### src/rtl/bnj_pkg.sv
package bnj_pkg;
  localparam int XLEN     = 64;
  localparam int IMM_W    = 32;
  localparam int INSN_B   = 4;

  typedef enum logic [1:0] {
    KIND_NONE = 2'b00,
    KIND_BR   = 2'b01,
    KIND_JDIR = 2'b10,
    KIND_JREG = 2'b11
  } flow_kind_e;

  typedef enum logic [2:0] {
    CND_EQ  = 3'b000,
    CND_NE  = 3'b001,
    CND_RS2 = 3'b010,
    CND_RS3 = 3'b011,
    CND_LT  = 3'b100,
    CND_GE  = 3'b101,
    CND_LTU = 3'b110,
    CND_GEU = 3'b111
  } cond_e;

  typedef struct packed {
    logic eq;
    logic lt_s;
    logic lt_u;
  } cmp_flags_t;
endpackage

### src/rtl/bnj_compare.sv
module bnj_compare #(
  parameter int W = 64
) (
  input  logic [W-1:0]         a_i,
  input  logic [W-1:0]         b_i,
  output bnj_pkg::cmp_flags_t  flags_o
);
  localparam int DW = W + 1;

  logic [DW-1:0] diff;
  logic          sign_differs;

  // One shared subtractor yields the unsigned borrow; the signed result
  // reuses it unless the sign bits disagree.
  assign diff         = {1'b0, a_i} - {1'b0, b_i};
  assign sign_differs = a_i[W-1] ^ b_i[W-1];

  assign flags_o.eq   = (a_i == b_i);
  assign flags_o.lt_u = diff[DW-1];
  assign flags_o.lt_s = sign_differs ? a_i[W-1] : diff[DW-1];
endmodule

### src/rtl/bnj_cond_eval.sv
module bnj_cond_eval (
  input  bnj_pkg::flow_kind_e  kind_i,
  input  logic [2:0]           cond_i,
  input  bnj_pkg::cmp_flags_t  flags_i,
  output logic                 taken_o,
  output logic                 illegal_o
);
  import bnj_pkg::*;

  logic br_hit;
  logic br_bad;

  always_comb begin
    br_hit = 1'b0;
    br_bad = 1'b0;
    unique case (cond_e'(cond_i))
      CND_EQ:  br_hit = flags_i.eq;
      CND_NE:  br_hit = !flags_i.eq;
      CND_LT:  br_hit = flags_i.lt_s;
      CND_GE:  br_hit = !flags_i.lt_s;
      CND_LTU: br_hit = flags_i.lt_u;
      CND_GEU: br_hit = !flags_i.lt_u;
      default: br_bad = 1'b1;
    endcase
  end

  always_comb begin
    taken_o   = 1'b0;
    illegal_o = 1'b0;
    unique case (kind_i)
      KIND_NONE: begin
        taken_o   = 1'b0;
        illegal_o = 1'b0;
      end
      KIND_BR: begin
        taken_o   = br_hit && !br_bad;
        illegal_o = br_bad;
      end
      KIND_JDIR: begin
        taken_o   = 1'b1;
        illegal_o = 1'b0;
      end
      KIND_JREG: begin
        illegal_o = (cond_i != 3'b000);
        taken_o   = (cond_i == 3'b000);
      end
      default: begin
        taken_o   = 1'b0;
        illegal_o = 1'b0;
      end
    endcase
  end
endmodule

### src/rtl/bnj_addr_gen.sv
module bnj_addr_gen #(
  parameter int W     = 64,
  parameter int IW    = 32,
  parameter int STEP  = 4
) (
  input  logic [W-1:0]         pc_i,
  input  logic [W-1:0]         base_reg_i,
  input  logic [IW-1:0]        imm_i,
  input  bnj_pkg::flow_kind_e  kind_i,
  input  logic                 taken_i,
  output logic [W-1:0]         target_o,
  output logic [W-1:0]         link_o
);
  import bnj_pkg::*;

  localparam int EXT_W = W - IW;

  logic [W-1:0] imm_sx;
  logic [W-1:0] base;
  logic [W-1:0] jump_sum;
  logic [W-1:0] jump_addr;
  logic [W-1:0] seq_addr;

  generate
    if (EXT_W > 0) begin : g_sext
      assign imm_sx = {{EXT_W{imm_i[IW-1]}}, imm_i};
    end else begin : g_trunc
      assign imm_sx = imm_i[W-1:0];
    end
  endgenerate

  // Only the register jump takes its base from an operand; everything
  // else is PC-relative, so a single adder serves all classes.
  assign base      = (kind_i == KIND_JREG) ? base_reg_i : pc_i;
  assign jump_sum  = base + imm_sx;
  assign jump_addr = (kind_i == KIND_JREG) ? {jump_sum[W-1:1], 1'b0} : jump_sum;
  assign seq_addr  = pc_i + W'(STEP);

  assign target_o = taken_i ? jump_addr : seq_addr;
  assign link_o   = seq_addr;
endmodule

### src/rtl/bnj_next_pc.sv
module bnj_next_pc (
  input  logic [63:0] pc_i,
  input  logic [63:0] src_a_i,
  input  logic [63:0] src_b_i,
  input  logic [31:0] imm_i,
  input  logic [2:0]  cond_i,
  input  logic [1:0]  kind_i,
  output logic        taken_o,
  output logic [63:0] target_o,
  output logic [63:0] link_o,
  output logic        illegal_o
);
  import bnj_pkg::*;

  flow_kind_e kind;
  cmp_flags_t flags;
  logic       taken;

  assign kind = flow_kind_e'(kind_i);

  bnj_compare #(.W(XLEN)) u_cmp (
    .a_i     (src_a_i),
    .b_i     (src_b_i),
    .flags_o (flags)
  );

  bnj_cond_eval u_cond (
    .kind_i    (kind),
    .cond_i    (cond_i),
    .flags_i   (flags),
    .taken_o   (taken),
    .illegal_o (illegal_o)
  );

  bnj_addr_gen #(.W(XLEN), .IW(IMM_W), .STEP(INSN_B)) u_addr (
    .pc_i       (pc_i),
    .base_reg_i (src_a_i),
    .imm_i      (imm_i),
    .kind_i     (kind),
    .taken_i    (taken),
    .target_o   (target_o),
    .link_o     (link_o)
  );

  assign taken_o = taken;
endmodule

### config.mk
export PLATFORM = sky130hd
export DESIGN_NAME = bnj_next_pc
export DESIGN_NICKNAME = d
export VERILOG_FILES = /design/src/rtl/bnj_pkg.sv /design/src/rtl/bnj_compare.sv /design/src/rtl/bnj_cond_eval.sv /design/src/rtl/bnj_addr_gen.sv /design/src/rtl/bnj_next_pc.sv
export SDC_FILE = /design/constraint.sdc
export NUM_CORES = 1
export LEC_CHECK = 0
export BUFFER_PORTS_ARGS = -buffer_cell sky130_fd_sc_hd__buf_2
export CAP_MARGIN = 10
export CORE_MARGIN = 5
export CORE_UTILIZATION = 40
export DETAILED_ROUTE_END_ITERATION = 10
export GPL_ROUTABILITY_DRIVEN = 0
export GPL_TIMING_DRIVEN = 1
export PLACE_DENSITY_LB_ADDON = 0.05
export SYNTH_ARGS = -nofsm -noshare
export SYNTH_HDL_FRONTEND = slang
export SYNTH_SLANG_ARGS = --single-unit
### constraint.sdc
create_clock -name vclk -period 9.1
set_input_delay 1.82 -clock vclk [all_inputs]
set_output_delay 1.82 -clock vclk [all_outputs]
set_load 0.01 [all_outputs]
==> flow_summary.ini, run 1 <==
[sta]
fmaxAchievable_mhz = 125
rsz0062_at_grt = no
min_period_ns = 7.98
tightestPinTransition_ns = 0.759
fin_tns_setup_ns = 0
hold_viol = 0
period_share = 0.877
fin_hold_ws_ns = 3.87
slew_headroom = 0.494
slew_violations = 0
setup-violations-final = 0

[layout]
regArea_sq_um = 0
fin_area_sq_um = 9910
seq_cells = 0
nClkBuffers = 0
syn_to_final_growth_pct = 23.8
num-nets-final = 1863
drive_gt1_frac = 0.297
finalNonFillerCells = 1770

[power_and_ir_drop]
power.total_mw = 0.733
vdd_drop_max_mv = 0.0381
p_per_area_nw_per_um2 = 74.0
power.leakage_nw = 5.10

[hold_path]
hp-class = in2out
whs_path_depth = 2

[grt]
gr-usage-met3 = 0.0265
antenna_found_initial = 2
grtUsageMet1 = 0.352
grt_busiest_layer = met2
grt_pass1_vias = 9221
grt_pass1_wl_mm = 49.0
grt.total_usage = 0.263
use_met2 = 0.460
grt_max_degree = 83
overflow = 0

[synth]
synthCells = 1194
syn_avg_cell_area_sq_um = 6.71
yosysMostFrequentCell = nand2_1
synthTopCellsByCount = 152 x nand2_1, 128 x ha_1, 103 x a21oi_1
synthTopCellsByArea = ha_1 20%, mux2_2 9.1%, xnor2_1 8.0%
yosysWarnings = 0
synth_cell_type_count = 70
netlist_area_sq_um = 8010
synth_top_area_frac = 0.200
yosysSeqAreaShare = 0
yosys.area.top_type = ha_1
synth_nets = 1552

[drt]
first_pass_iters = 4
via_per_inst = 5.45
drc = 0
wire_per_inst_um = 18.2
drt-initial-drc-count = 496
vias = 9641
wirelength_mm = 32.3
drtAntennaViolNets = 0

[critical_path]
end_kind = primary output
crit_fanout = 26
cp.required_ns = 7.28
startpoint_type = input port
arrival_ns = 6.16
timing.critical_path.from = kind_i[1]
cp-endpoint = target_o[62]
critical_path_class = in2out

[clock_network]
post_cts_buffers = 0
cts_hold_buffers = 0
cts_resized = 0

[floorplan]
fp.dieArea_sq_um = 22900
die_h_um = 151
rows = 51
core_area_sq_um = 19600
die_w_um = 151
start_util = 0.409
ios = 359

[placement]
place_area_sq_um = 9910
numPortBuffers = 359
place_inst = 1768
detailed_place_hpwl_mm = 28.3

[job]
cap_violations = 0

[outcome]
status = finished, final reports clean
==> cells by family after synthesis <==
family,after synthesis,synth area share
XOR/XNOR,121,0.132
buffers and inverters,153,0.0791
adder cells (fa/ha/maj),129,0.203
AO/OA/AOI/OAI,360,0.279
multiplexers,67,0.0939
AND/OR/NAND/NOR,364,0.213
==> metrics by stage <==
step	worst slack, ns	util
final	1.12	0.506
after global routing	0.864	0.506
after CTS	1.13	0.506
after detailed placement	1.13	0.506
after global placement	1.27	0.506
after floorplan	1.86	-
==> placed cells by master, fill, tap and decap left out, types with 5 or more instances in the layout <==
cell type  instances
a2111oi_0          5
a211oi_1           7
a21o_1            42
a21oi_1          103
a31oi_1           22
and3_1            13
buf_2            359
ha_1             128
inv_1             98
mux2_2            65
nand2_1          151
nand2b_1           8
nand3_1           38
nand4_1           40
nor2_1            63
nor2b_1            5
nor3_1            14
nor4_1             5
o211ai_1           7
o21a_1            15
o21ai_0           99
o21ai_1           10
o21bai_1          10
xnor2_1           73
xor2_1            48
==> metal layers <==
| layer | share of wire | vias up | routed length (um) |
|---|---|---|---|
| met5 | 0.00040 | - | 13 |
| met1 | 0.44 | 4306 | 14200 |
| met3 | 0.069 | 45 | 2230 |
| met2 | 0.47 | 360 | 15200 |
| li1 | - | 4928 | - |
| met4 | 0.021 | 2 | 687 |
==> worst min-delay path by stage <==
| stage | startpoint | end |
|---|---|---|
| final | pc_i[1] | link_o[1] |
| after global routing | pc_i[1] | link_o[1] |
| after CTS | pc_i[1] | link_o[1] |
| after detailed placement | pc_i[1] | link_o[1] |
| after global placement | pc_i[1] | link_o[1] |
| after floorplan | pc_i[2] | link_o[2] |
==> power by group <==
group          leakage (nW)  switching (mW)  internal (mW)
registers                 0               0              0
logic                  5.10           0.429          0.304
clock network     0.0000127               0   0.0000000295
==> critical path, stage by stage <==
cell	delay (ns)
buf_2	0.13
nand2_2	0.50
buf_4	0.40
mux2_2	0.39
ha_1	0.38
and3_1	0.27
a221oi_1	0.47
o21a_1	0.19
nor2_1	0.04
o31ai_1	0.37
a311o_1	0.26
a21o_2	0.23
a21boi_1	0.11
o21a_1	0.20
o31ai_1	0.20
buf_2	0.17
==> cell type report <==
class | count | area (sq um)
diodes | 2 | 5.00
fillers | 2123 | 9680
inverters | 99 | 372
multi-input cells | 1041 | 7380
well taps | 265 | 332
repair buffers | 363 | 1830
Note: power is estimated with default switching activity, not from simulation.
==> run 2: changes to the inputs <==
==> constraint.sdc (replaced) <==
create_clock -name vclk -period 9.1
set_input_delay 1.365 -clock vclk [all_inputs]
set_output_delay 1.365 -clock vclk [all_outputs]
set_load 0.01 [all_outputs]
==> run 2 against run 1 <==
Effect of this change:
- sequential cell count unchanged
- combinational power up 0.8%
- cell area up 0.11%
- sequential share of layout area unchanged
- utilization is 0.057 points higher
- global-route usage is 0.19 points higher
- clock-buffer cell count unchanged
- hold slack worse by 0.90 ns
- first-iteration DRC count rose by 5.2%
- critical endpoint is now target_o[55]
- largest cell class unchanged
==> flow_summary.ini, run 2 (synthesis results as in run 1) <==
[power_and_ir_drop]
power.leakage_nw = 5.11
power.total_mw = 0.739
vdd_drop_max_mv = 0.0370
p_per_area_nw_per_um2 = 74.4

[sta]
setup_slack_ns = 2.18
hold_viol = 0
setup-violations-final = 0
fin_tns_setup_ns = 0
period_share = 0.760
slew_headroom = 0.286
rsz0062_at_grt = no
fin_hold_ws_ns = 2.97
tightestPinTransition_ns = 1.06
slew_violations = 0
min_period_ns = 6.92
fmaxAchievable_mhz = 145

[grt]
grt_pass1_vias = 9456
grt.total_usage = 0.265
antenna_found_initial = 1
grt_busiest_layer = met2
overflow = 0
grtUsageMet1 = 0.355
grt_pass1_wl_mm = 49.5
grt_max_degree = 43
gr-usage-met3 = 0.0259
use_met2 = 0.464

[critical_path]
critical_path_class = in2out
startpoint_type = input port
slowest_stage = o41ai_2
crit_fanout = 34
path_delay_family = compound AO/OA/AOI/OAI gates
cp.required_ns = 7.74
crit_chain = buf_2 > nand2_2 > buf_4 > mux2_2 > ha_1 > nand4_1 > nor2_1 > a41oi_1 > a31oi_1 > a21oi_1 > o41ai_2 > a31o_2 > a31oi_1 > xnor2_1 > a21oi_1 > buf_2
end_kind = primary output
path_buf_inv = 3
arrival_ns = 5.55
timing.critical_path.from = kind_i[0]
slowest_delay_ns = 0.50
cp.depth = 16

[clock_network]
cts_resized = 0
cts_hold_buffers = 0
post_cts_buffers = 0

[floorplan]
fp.dieArea_sq_um = 22900
die_w_um = 151
start_util = 0.409
rows = 51
die_h_um = 151
core_area_sq_um = 19600
ios = 359

[drt]
drt-initial-drc-count = 522
via_per_inst = 5.50
drc = 0
wirelength_mm = 32.6
vias = 9733
first_pass_iters = 7
wire_per_inst_um = 18.4
drtAntennaViolNets = 0

[layout]
nClkBuffers = 0
finalNonFillerCells = 1771
mostFrequentLayoutCells = 360 x buf_2, 151 x nand2_1, 128 x ha_1
seq_cells = 0
fin_area_sq_um = 9920
syn_to_final_growth_pct = 23.9
final_common_cell = buf_2
nFillCells = 2125
final_core_util = 0.506
drive_gt1_frac = 0.298
num-nets-final = 1865
regArea_sq_um = 0

[hold_path]
hp-class = in2out
holdCritStartpoint = pc_i[0]
whs_path_depth = 2

[placement]
place_inst = 1770
pre_cts_ws_ns = 2.24
numPortBuffers = 359
detailed_place_hpwl_mm = 28.7
place_area_sq_um = 9920

[outcome]
status = finished, final reports clean

[job]
cap_violations = 0
-- run 2: cell count changes in the layout (fill, tap and decap cells not counted), sizes merged --
cell,change
buf,+2
diode,-1
-- run 2: layout make-up --
type | count | area [sq um] | area share
Multi-Input combinational cell | 1041 | 7380 | 0.744
Antenna cell | 1 | 2.50 | 0.000252
Tap cell | 265 | 332 | 0.0334
Inverter | 99 | 372 | 0.0375
Timing Repair Buffer | 365 | 1840 | 0.185
-- run 2: metal layers --
metal,wire (um),vias up
met2,15200,361
met3,2140,39
met4,704,0
met1,14500,4408
li1,-,4925
met5,0,-
-- run 2: worst paths after layout --
| path | endpoint | slack (ns) |
|---|---|---|
| setup / recovery | target_o[55] | 2.18 |
| hold / removal | link_o[0] | 2.97 |
-- run 2: report_power, final --
| group | switching, mW | leakage [nW] | internal, mW |
|---|---|---|---|
| clock network | 0 | 0.00000634 | 0.0000000147 |
| logic | 0.434 | 5.11 | 0.305 |
| registers | 0 | 0 | 0 |
| total | 0.434 | 5.11 | 0.305 |
